[src/rtl/spdif_tx_pkg.sv]
package spdif_tx_pkg;
  localparam int AUDIO_W = 24;
  localparam int SLOT_W  = 5;
  localparam int CELL_W  = 7;   // 128 cells per frame

  // cell patterns (first cell in MSB) assuming the line sat at 0 before
  localparam logic [7:0] PRE_BLOCK = 8'b11101000;
  localparam logic [7:0] PRE_LEFT  = 8'b11100010;
  localparam logic [7:0] PRE_RIGHT = 8'b11100100;

  typedef struct packed {
    logic              run;
    logic              load;
    logic              rightSub;
    logic              blockStart;
    logic [SLOT_W-1:0] slot;
    logic              half;
  } strobe_t;
endpackage

[src/rtl/spdif_tx_ctrl.sv]
module spdif_tx_ctrl
  import spdif_tx_pkg::*;
#(
  parameter int BLOCK_FRAMES = 192,
  localparam int IDX_W = $clog2(BLOCK_FRAMES)
) (
  input  logic             clk,
  input  logic             rstOutN,
  input  logic             rstInN,
  input  logic             enable,
  output strobe_t          strb,
  output logic [IDX_W-1:0] frameIdx
);
  localparam logic [IDX_W-1:0]  LAST_FRAME = IDX_W'(BLOCK_FRAMES - 1);
  localparam logic [CELL_W-1:0] LAST_CELL  = '1;

  logic              active;
  logic [CELL_W-1:0] cellCnt;

  assign active = rstOutN & rstInN & enable;

  always_ff @(posedge clk or negedge rstOutN) begin
    if (!rstOutN) begin
      cellCnt  <= '0;
      frameIdx <= '0;
    end else if (!active) begin
      cellCnt  <= '0;
      frameIdx <= '0;
    end else begin
      cellCnt <= cellCnt + 1'b1;
      if (cellCnt == LAST_CELL)
        frameIdx <= (frameIdx == LAST_FRAME) ? '0 : frameIdx + 1'b1;
    end
  end

  always_comb begin
    strb.run        = active;
    strb.load       = active && (cellCnt == '0);
    strb.rightSub   = cellCnt[CELL_W-1];
    strb.blockStart = (frameIdx == '0);
    strb.slot       = cellCnt[CELL_W-2:1];
    strb.half       = cellCnt[0];
  end

  AST_IDX_RANGE: assert property (@(posedge clk) disable iff (!rstOutN)
    frameIdx <= LAST_FRAME);
  AST_BLOCK_WRAP: assert property (@(posedge clk) disable iff (!rstOutN)
    (active && frameIdx == LAST_FRAME && cellCnt == LAST_CELL) |=> (frameIdx == '0));
  AST_IDLE_RESTART: assert property (@(posedge clk) disable iff (!rstOutN)
    !active |=> (cellCnt == '0 && frameIdx == '0));
endmodule

[src/rtl/spdif_tx_dp.sv]
module spdif_tx_dp
  import spdif_tx_pkg::*;
#(
  parameter int BLOCK_FRAMES = 192,
  localparam int IDX_W = $clog2(BLOCK_FRAMES)
) (
  input  logic                    clk,
  input  logic                    rstOutN,
  input  logic                    rstInN,
  input  strobe_t                 strb,
  input  logic [IDX_W-1:0]        frameIdx,
  input  logic                    sampleValid,
  input  logic [AUDIO_W-1:0]      sampleLeft,
  input  logic [AUDIO_W-1:0]      sampleRight,
  input  logic                    mute,
  input  logic [BLOCK_FRAMES-1:0] chanStatA,
  input  logic [BLOCK_FRAMES-1:0] chanStatB,
  output logic                    sampleReady,
  output logic                    lineOut
);
  localparam logic [SLOT_W-1:0] FIRST_AUDIO = 5'd4;
  localparam logic [SLOT_W-1:0] SLOT_VALID  = 5'd28;
  localparam logic [SLOT_W-1:0] SLOT_USER   = 5'd29;
  localparam logic [SLOT_W-1:0] SLOT_STATUS = 5'd30;

  logic [AUDIO_W-1:0] pendL, pendR, curL, curR;
  logic               pendFull;
  logic               polReg;

  // ---------------- sample side ----------------
  assign sampleReady = rstInN & ~pendFull;

  always_ff @(posedge clk or negedge rstInN) begin
    if (!rstInN) begin
      pendL <= '0; pendR <= '0; curL <= '0; curR <= '0;
      pendFull <= 1'b0;
    end else begin
      if (strb.load) begin
        curL     <= pendFull ? pendL : '0;
        curR     <= pendFull ? pendR : '0;
        pendFull <= 1'b0;
      end
      if (sampleValid && sampleReady) begin
        pendL    <= sampleLeft;
        pendR    <= sampleRight;
        pendFull <= 1'b1;
      end
    end
  end

  // ---------------- slot contents ----------------
  logic [AUDIO_W-1:0] word, shifted;
  logic [SLOT_W-1:0]  dataIdx;
  logic               csBit, parityBit, slotBit;

  assign word      = strb.rightSub ? curR : curL;
  assign csBit     = strb.rightSub ? chanStatB[frameIdx] : chanStatA[frameIdx];
  assign parityBit = ^word ^ mute ^ csBit;   // user slot contributes 0
  assign dataIdx   = strb.slot - FIRST_AUDIO;
  assign shifted   = word >> dataIdx;

  always_comb begin
    if (strb.slot < SLOT_VALID)       slotBit = shifted[0];
    else if (strb.slot == SLOT_VALID) slotBit = mute;
    else if (strb.slot == SLOT_USER)  slotBit = 1'b0;
    else if (strb.slot == SLOT_STATUS) slotBit = csBit;
    else                              slotBit = parityBit;
  end

  // ---------------- biphase-mark coder ----------------
  logic       isPre;
  logic [2:0] preIdx;
  logic [7:0] prePat;
  logic       preBase, nextLine;

  assign isPre  = (strb.slot < FIRST_AUDIO);
  assign preIdx = {strb.slot[1:0], strb.half};
  assign prePat = strb.rightSub ? PRE_RIGHT : (strb.blockStart ? PRE_BLOCK : PRE_LEFT);

  always_comb begin
    preBase = (preIdx == 3'd0) ? lineOut : polReg;
    if (isPre)          nextLine = prePat[3'd7 - preIdx] ^ preBase;
    else if (!strb.half) nextLine = ~lineOut;
    else                nextLine = lineOut ^ slotBit;
  end

  always_ff @(posedge clk or negedge rstOutN) begin
    if (!rstOutN) begin
      lineOut <= 1'b0;
      polReg  <= 1'b0;
    end else if (!strb.run) begin
      lineOut <= 1'b0;
    end else begin
      lineOut <= nextLine;
      if (isPre && preIdx == 3'd0) polReg <= lineOut;
    end
  end

  AST_DATA_EDGE: assert property (@(posedge clk) disable iff (!rstOutN)
    (strb.run && !isPre && !strb.half) |=> (lineOut != $past(lineOut)));
  AST_END_LEVEL: assert property (@(posedge clk) disable iff (!rstOutN)
    (strb.run && strb.slot == 5'd31 && strb.half) |=> (lineOut == $past(polReg)));
  AST_STOP_IDLE: assert property (@(posedge clk) disable iff (!rstOutN)
    !strb.run |=> !lineOut);
  AST_IN_RESET: assert property (@(posedge clk) disable iff (!rstOutN)
    !rstInN |-> !sampleReady);
  AST_HOLD_ACCEPT: assert property (@(posedge clk) disable iff (!rstInN)
    (sampleValid && sampleReady) |=> !sampleReady);
endmodule

[src/rtl/spdif_tx.sv]
module spdif_tx
  import spdif_tx_pkg::*;
#(
  parameter int BLOCK_FRAMES = 192
) (
  input  logic                    clk,
  input  logic                    rstOutN,
  input  logic                    rstInN,
  input  logic                    enable,
  input  logic                    mute,
  input  logic                    sampleValid,
  output logic                    sampleReady,
  input  logic [23:0]             sampleLeft,
  input  logic [23:0]             sampleRight,
  input  logic [BLOCK_FRAMES-1:0] chanStatA,
  input  logic [BLOCK_FRAMES-1:0] chanStatB,
  output logic                    spdifOut
);
  localparam int IDX_W = $clog2(BLOCK_FRAMES);

  strobe_t          strb;
  logic [IDX_W-1:0] frameIdx;

  spdif_tx_ctrl #(.BLOCK_FRAMES(BLOCK_FRAMES)) u_ctrl (
    .clk(clk), .rstOutN(rstOutN), .rstInN(rstInN), .enable(enable),
    .strb(strb), .frameIdx(frameIdx)
  );

  spdif_tx_dp #(.BLOCK_FRAMES(BLOCK_FRAMES)) u_dp (
    .clk(clk), .rstOutN(rstOutN), .rstInN(rstInN), .strb(strb),
    .frameIdx(frameIdx), .sampleValid(sampleValid),
    .sampleLeft(sampleLeft), .sampleRight(sampleRight), .mute(mute),
    .chanStatA(chanStatA), .chanStatB(chanStatB),
    .sampleReady(sampleReady), .lineOut(spdifOut)
  );
endmodule

[config.mk]
export PLATFORM = sky130hd
export DESIGN_NAME = spdif_tx
export DESIGN_NICKNAME = d
export VERILOG_FILES = /design/src/rtl/spdif_tx_pkg.sv /design/src/rtl/spdif_tx_ctrl.sv /design/src/rtl/spdif_tx_dp.sv /design/src/rtl/spdif_tx.sv
export SDC_FILE = /design/constraint.sdc
export NUM_CORES = 1
export LEC_CHECK = 0
export BUFFER_PORTS_ARGS = -buffer_cell sky130_fd_sc_hd__buf_2
export CAP_MARGIN = 5
export CORE_AREA = 2 2 169 171
export DETAILED_ROUTE_END_ITERATION = 7
export DIE_AREA = 0 0 171 173
export PLACE_DENSITY = 0.63
export SETUP_SLACK_MARGIN = 0.3
export SYNTH_ARGS = -nofsm -noshare
export SYNTH_HDL_FRONTEND = slang
export SYNTH_SLANG_ARGS = --single-unit
[constraint.sdc]
create_clock -name clk -period 7.43 [get_ports clk]
set_input_delay 0.3715 -clock clk [delete_from_list [all_inputs] [get_ports clk]]
set_output_delay 0.3715 -clock clk [all_outputs]
set_load 0.005 [all_outputs]
After elaboration in Yosys (flattened, before gate mapping)
Cells that the tools add are included.
{ "op_classes": {"n_addsub": 4, "magnitude_cmp": 4, "n_eq_ne": 6, "shifts": 1, "n_mux": 26, "n_bitwise": 9, "reduce_logical": 9} }
{ "op_table": {"columns": ["cell", "count"], "rows": [
  ["$mux 24", 3],
  ["$mux 8", 4],
  ["$reduce_xor 24->1", 1],
  ["$shr 24x5->1", 1],
  ["$bmux 1 s8", 2],
  ["$eq 5x5->1 const B", 3],
  ["$mux 1", 14],
  ["$lt 8x9->1 const B", 1],
  ["$add 8x1->8 const B", 1],
  ["$eq 8x8->1 const B", 1],
  ["$logic_not 8->1", 1],
  ["$add 7x1->7 const B", 1],
  ["$eq 7x7->1 const B", 1],
  ["$logic_not 7->1", 1],
  ["$mux 7", 1],
  ["$lt 5x3->1 const B", 1],
  ["$lt 5x5->1 const B", 1],
  ["$sub 5x3->5 const B", 1],
  ["$lt 3x4->1 const B", 1],
  ["$mux 4", 1],
  ["$xor 1x1->1", 4],
  ["$and 1x1->1", 3],
  ["$bmux 1 s3", 1],
  ["$logic_and 1x1->1", 3],
  ["other kinds (6)", 7]
]} }
{ "totals": {"register_bits": 114, "word_cells": 68} }

Depth between registers and ports, before layout
{ "depth": {"depth_word": 12, "mapped_depth": 15} }

Cells and area by module
A second synthesis with hierarchy kept.
{ "hier_totals": {"hier_cells": 816, "area_unflattened_um2": 9140.0} }
{ "by_module_without_submodules": {"columns": ["mod", "n_inst", "cells_each", "area_each_um2", "seq_area_each_um2"], "rows": [
  ["spdif_tx_dp", 1, 724, 8269.2, 2477.4],
  ["spdif_tx_ctrl", 1, 92, 870.8, 375.4]
]} }

Worst setup path after synthesis
OpenSTA, ideal clock, no wires.
{ "synth_timing": {"kind": "register to register", "from": "reg u_ctrl.frameIdx[0]", "to": "reg u_dp.lineOut", "setup_ns": 0.132, "arrival_ns": 3.078, "path_slack_ns": 4.220, "path_stages_with_launch": 13, "path_buffers": 1, "cell_sequence": "dfrtp_1 > buf_6 > mux4_2 > a22o_1 > or4b_1 > a311o_1 > a211o_1 > o22ai_2 > a21o_1 > a211oi_1 > or3_1 > a31oi_1 > nor2_1"} }
{ "synth_via": {"elab_chain_len": 12, "elab_cells_between_ends": 20, "cone_classes": "16 x mux; 3 x bitwise; 1 x reduce/logical"} }
{ "synth_rtl": {"columns": ["element", "line_no", "text"], "rows": [
  ["start: declaration", "spdif_tx_ctrl.sv:12", "output logic [IDX_W-1:0] frameIdx"],
  ["start signal: assignment", "spdif_tx_ctrl.sv:32", "frameIdx <= (frameIdx == LAST_FRAME) ? '0 : frameIdx + 1'b1;"],
  ["$bmux 1 s8", "spdif_tx_dp.sv:57", "assign csBit = strb.rightSub ? chanStatB[frameIdx] : chanStatA[frameIdx];"],
  ["$mux 1 (not written as such)", "spdif_tx_dp.sv:57", null],
  ["$mux 1", "spdif_tx_dp.sv:57", null],
  ["$xor 1x1->1", "spdif_tx_dp.sv:58", "assign parityBit = ^word ^ mute ^ csBit;"],
  ["$mux 1", "spdif_tx_dp.sv:66", "else if (strb.slot == SLOT_STATUS) slotBit = csBit;"],
  ["$mux 1", "spdif_tx_dp.sv:65", "else if (strb.slot == SLOT_USER) slotBit = 1'b0;"],
  ["$mux 1", "spdif_tx_dp.sv:64", "else if (strb.slot == SLOT_VALID) slotBit = mute;"],
  ["$mux 1", "spdif_tx_dp.sv:63", "if (strb.slot < SLOT_VALID) slotBit = shifted[0];"],
  ["$xor 1x1->1", "spdif_tx_dp.sv:84", "else nextLine = lineOut ^ slotBit;"],
  ["$mux 1", "spdif_tx_dp.sv:83", "else if (!strb.half) nextLine = ~lineOut;"],
  ["$mux 1 (*)", "spdif_tx_dp.sv:82", "if (isPre) nextLine = prePat[3'd7 - preIdx] ^ preBase;"],
  ["$mux 1 (*)", "spdif_tx_dp.sv:91", "end else if (!strb.run) begin"],
  ["end signal: assignment", "spdif_tx_dp.sv:94", "lineOut <= nextLine;"],
  ["end: declaration", "spdif_tx_dp.sv:19", "output logic lineOut"]
]} }
Every way passes the cells marked *; elsewhere a longest branch is shown, timed or not. The select of a mux whose other input is x is not followed.
A chain may end at the register's enable or synchronous reset.

Final worst setup path
Same ends and word-level chain as after synthesis.

==> flow_summary.json <==
{
  "synthMostInstantiatedCell": "nand2_1",
  "initial_core_util": 0.314,
  "cts_root_buffer": "clkbuf_16",
  "async_flop_share": 1.00,
  "regArea_um2": 2860,
  "ir_worst_vdd_mv": 0.206,
  "cts.sinks": 114,
  "avgSynthCellArea_um2": 11.2,
  "setup_viol": 0,
  "vias": 8352,
  "path_class": "flop to flop",
  "drv_cap": 0,
  "yosysTopAreaCellShare": 0.328,
  "fin_crit_ps": 4180,
  "wire_per_inst_um": 24.3,
  "slew_viol_final": 0,
  "max_freq_mhz": 239,
  "htreeDepth": 4,
  "synth.area.top_cells": "dfrtp_1 33%, mux4_2 26%, mux2_2 7.5%",
  "fp.dieH_um": 173,
  "skew_ps": 12.7,
  "dieArea_um2": 29600,
  "grt_pass1_wl_um": 54800,
  "synth_commonest_cells": "117 x nand2_1, 114 x dfrtp_1, 100 x mux4_2",
  "worstPathRequired_ps": 7690,
  "final_nets": 1626,
  "grt_max_degree": 64,
  "crit_path_start_kind": "flop",
  "grt_pass1_vias": 8538,
  "multi_input_area_um2": 5520,
  "ant_nets": 0,
  "syn2layout_area_growth_pct": 36.2,
  "rsz0062_at_grt": "false",
  "total_power_uw": 2750,
  "hpwlAfterDp_um": 31600,
  "tns_ps": 0,
  "clkLatencyLatePin_ps": 420,
  "grt_util_all_layers": 0.254,
  "ioPinCount": 440,
  "grt_antenna_before_repair": 17,
  "numCtsBuffers": 17,
  "drive_gt1_frac": 0.545,
  "final_cell_area_um2": 11800,
  "syn_area_um2": 8690,
  "synth-edff-count": 0,
  "hold_ws_ps": -16.2,
  "firstDrtPassIters": 4,
  "fin_cells": 1584,
  "tightest_slew_ps": 1280,
  "die_w_um": 171,
  "place_area_um2": 11200,
  "place_congestion": 0.975,
  "drt-total-wl_um": 38500,
  "synth.distinct_cells": 51,
  "synthFlopType": "dfrtp_1",
  "hold_class": "input port to asynchronous set/reset pin",
  "avgViaCountPerCell": 5.27,
  "dp_cells": 1539,
  "grt_overflow_total": 0,
  "path_max_fanout": 48,
  "ys_ff_latch": 114,
  "fill_cells": 2749,
  "cts_tree": "built",
  "clk_pin_slew_ps": 60,
  "arrival_ps": 4440,
  "fin_crit_sh": 0.562,
  "coreArea_um2": 27600,
  "hold_viol_final": 35,
  "io_buffers": 439,
  "drt-initial-drc-count": 667,
  "synth-seq-area-share": 0.328,
  "fp-row-count": 61,
  "slew_headroom": 0.142,
  "cts-resized-gates": 0,
  "clockBufferDepth": 2,
  "power_density_nw_per_um2": 233,
  "critPathCaptureType": "flop",
  "status": "complete, but fails checks",
  "route.detailed.drc": 0,
  "yosysWarnings": 0,
  "syn_nets": 1221,
  "violations": "negative hold slack",
  "yosys.area.top_type": "dfrtp_1",
  "leakage_uw": 0.00548,
  "synthCells": 776
}
==> routing by layer <==
metal | up-vias | GRT usage | share of wire
met2 | 423 | 0.419 | 0.49
met4 | 6 | 0.0681 | 0.014
met1 | 4135 | 0.334 | 0.41
met5 | - | 0 | 0.00078
li1 | 3756 | - | -
met3 | 32 | 0.0579 | 0.085
==> worst paths after layout <==
kind	from	slack [ps]	depth (start not counted)	to
min reg2reg	u_dp.pendL[14]$_DFFE_PN0P_	500	2	u_dp.curL[14]$_DFFE_PN0P_
max	u_ctrl.frameIdx[0]$_DFFE_PN0P_	3250	11	u_dp.lineOut$_DFF_PN0_
min in group clk	sampleLeft[5]	180	2	u_dp.pendL[5]$_DFFE_PN0P_
min	rstInN	-20	1	u_dp.pendR[8]$_DFFE_PN0P_
max in group asynchronous	rstInN	6380	2	u_dp.pendL[20]$_DFFE_PN0P_
max reg2reg	u_ctrl.frameIdx[0]$_DFFE_PN0P_	3250	11	u_dp.lineOut$_DFF_PN0_
==> placed cells by master (no fill, tap or decap), drive strengths merged, types with 2 or more instances in the layout <==
master	Yosys	final
o221ai	7	7
nand3b	2	2
dfrtp	114	114
xnor2	21	21
a22oi	20	20
nor3	3	3
a31o	3	3
nand4	5	5
bufinv	0	2
xor2	27	27
a22o	3	3
a31oi	3	3
o21ai	9	9
or3	4	4
a21oi	11	11
clkinvlp	0	2
a211o	4	4
mux2	58	58
buf	24	450
mux2i	40	40
o2111ai	2	2
clkinv	1	4
nand3	68	68
diode	0	12
nand2	117	117
clkbuf	41	18
and3	2	2
mux4	100	100
inv	11	18
o22ai	4	4
nor2	34	34
ha	7	7
a211oi	6	6
nor2b	10	10
==> power by group <==
part           internal (µW)  leakage (µW)  switching [µW]  total (µW)
clock network            504      0.000286             321         825
registers                849       0.00143             190        1040
logic                    497       0.00376             394         891
total                   1850       0.00548             904        2750
==> critical path: stages, from the launching register on <==
cell,delay [ps]
dfrtp_4,990
mux4_2,600
a22o_1,230
or4b_1,470
a311o_1,390
a211o_1,330
o22ai_2,220
nand3_1,100
a211oi_1,260
o21ai_0,120
a31oi_1,180
nor2_1,60
==> flip-flops by register name, summed over array words and instances, names as in the netlist, 7 cells and up <==
register,flops
u_dp.pendR,24
u_dp.curR,24
u_dp.pendL,24
u_dp.curL,24
u_ctrl.frameIdx,8
u_ctrl.cellCnt,7
==> cells by family after synthesis <==
kind of cell	share of synthesized area
adder cells (fa/ha/maj)	0.0101
multiplexers	0.381
AND/OR/NAND/NOR	0.130
AO/OA/AOI/OAI	0.0661
flip-flops	0.328
buffers and inverters	0.0366
XOR/XNOR	0.0484
==> layout make-up <==
class,instances,share of cell area
clock buffers,18,0.0363
multi-input cells,585,0.467
diodes,12,0.00254
flip-flops and latches,114,0.242
repair buffers,451,0.195
clock inverters,14,0.0142
well taps,378,0.0400
inverters,12,0.00381
==> through the flow <==
step	worst slack, ps	utilization
global placement	3250	0.405
floorplan	4220	-
detailed placement	3210	0.405
global route	3030	0.428
finish	3250	0.428
CTS	3200	0.427
==> repair_timing <==
action / CTS / global route
hold buffers: 1 / 0
buffers inserted: 0 / 0
endpoints found under the hold margin: 17 / 0
No activity file was read; power rests on OpenSTA's default activity.
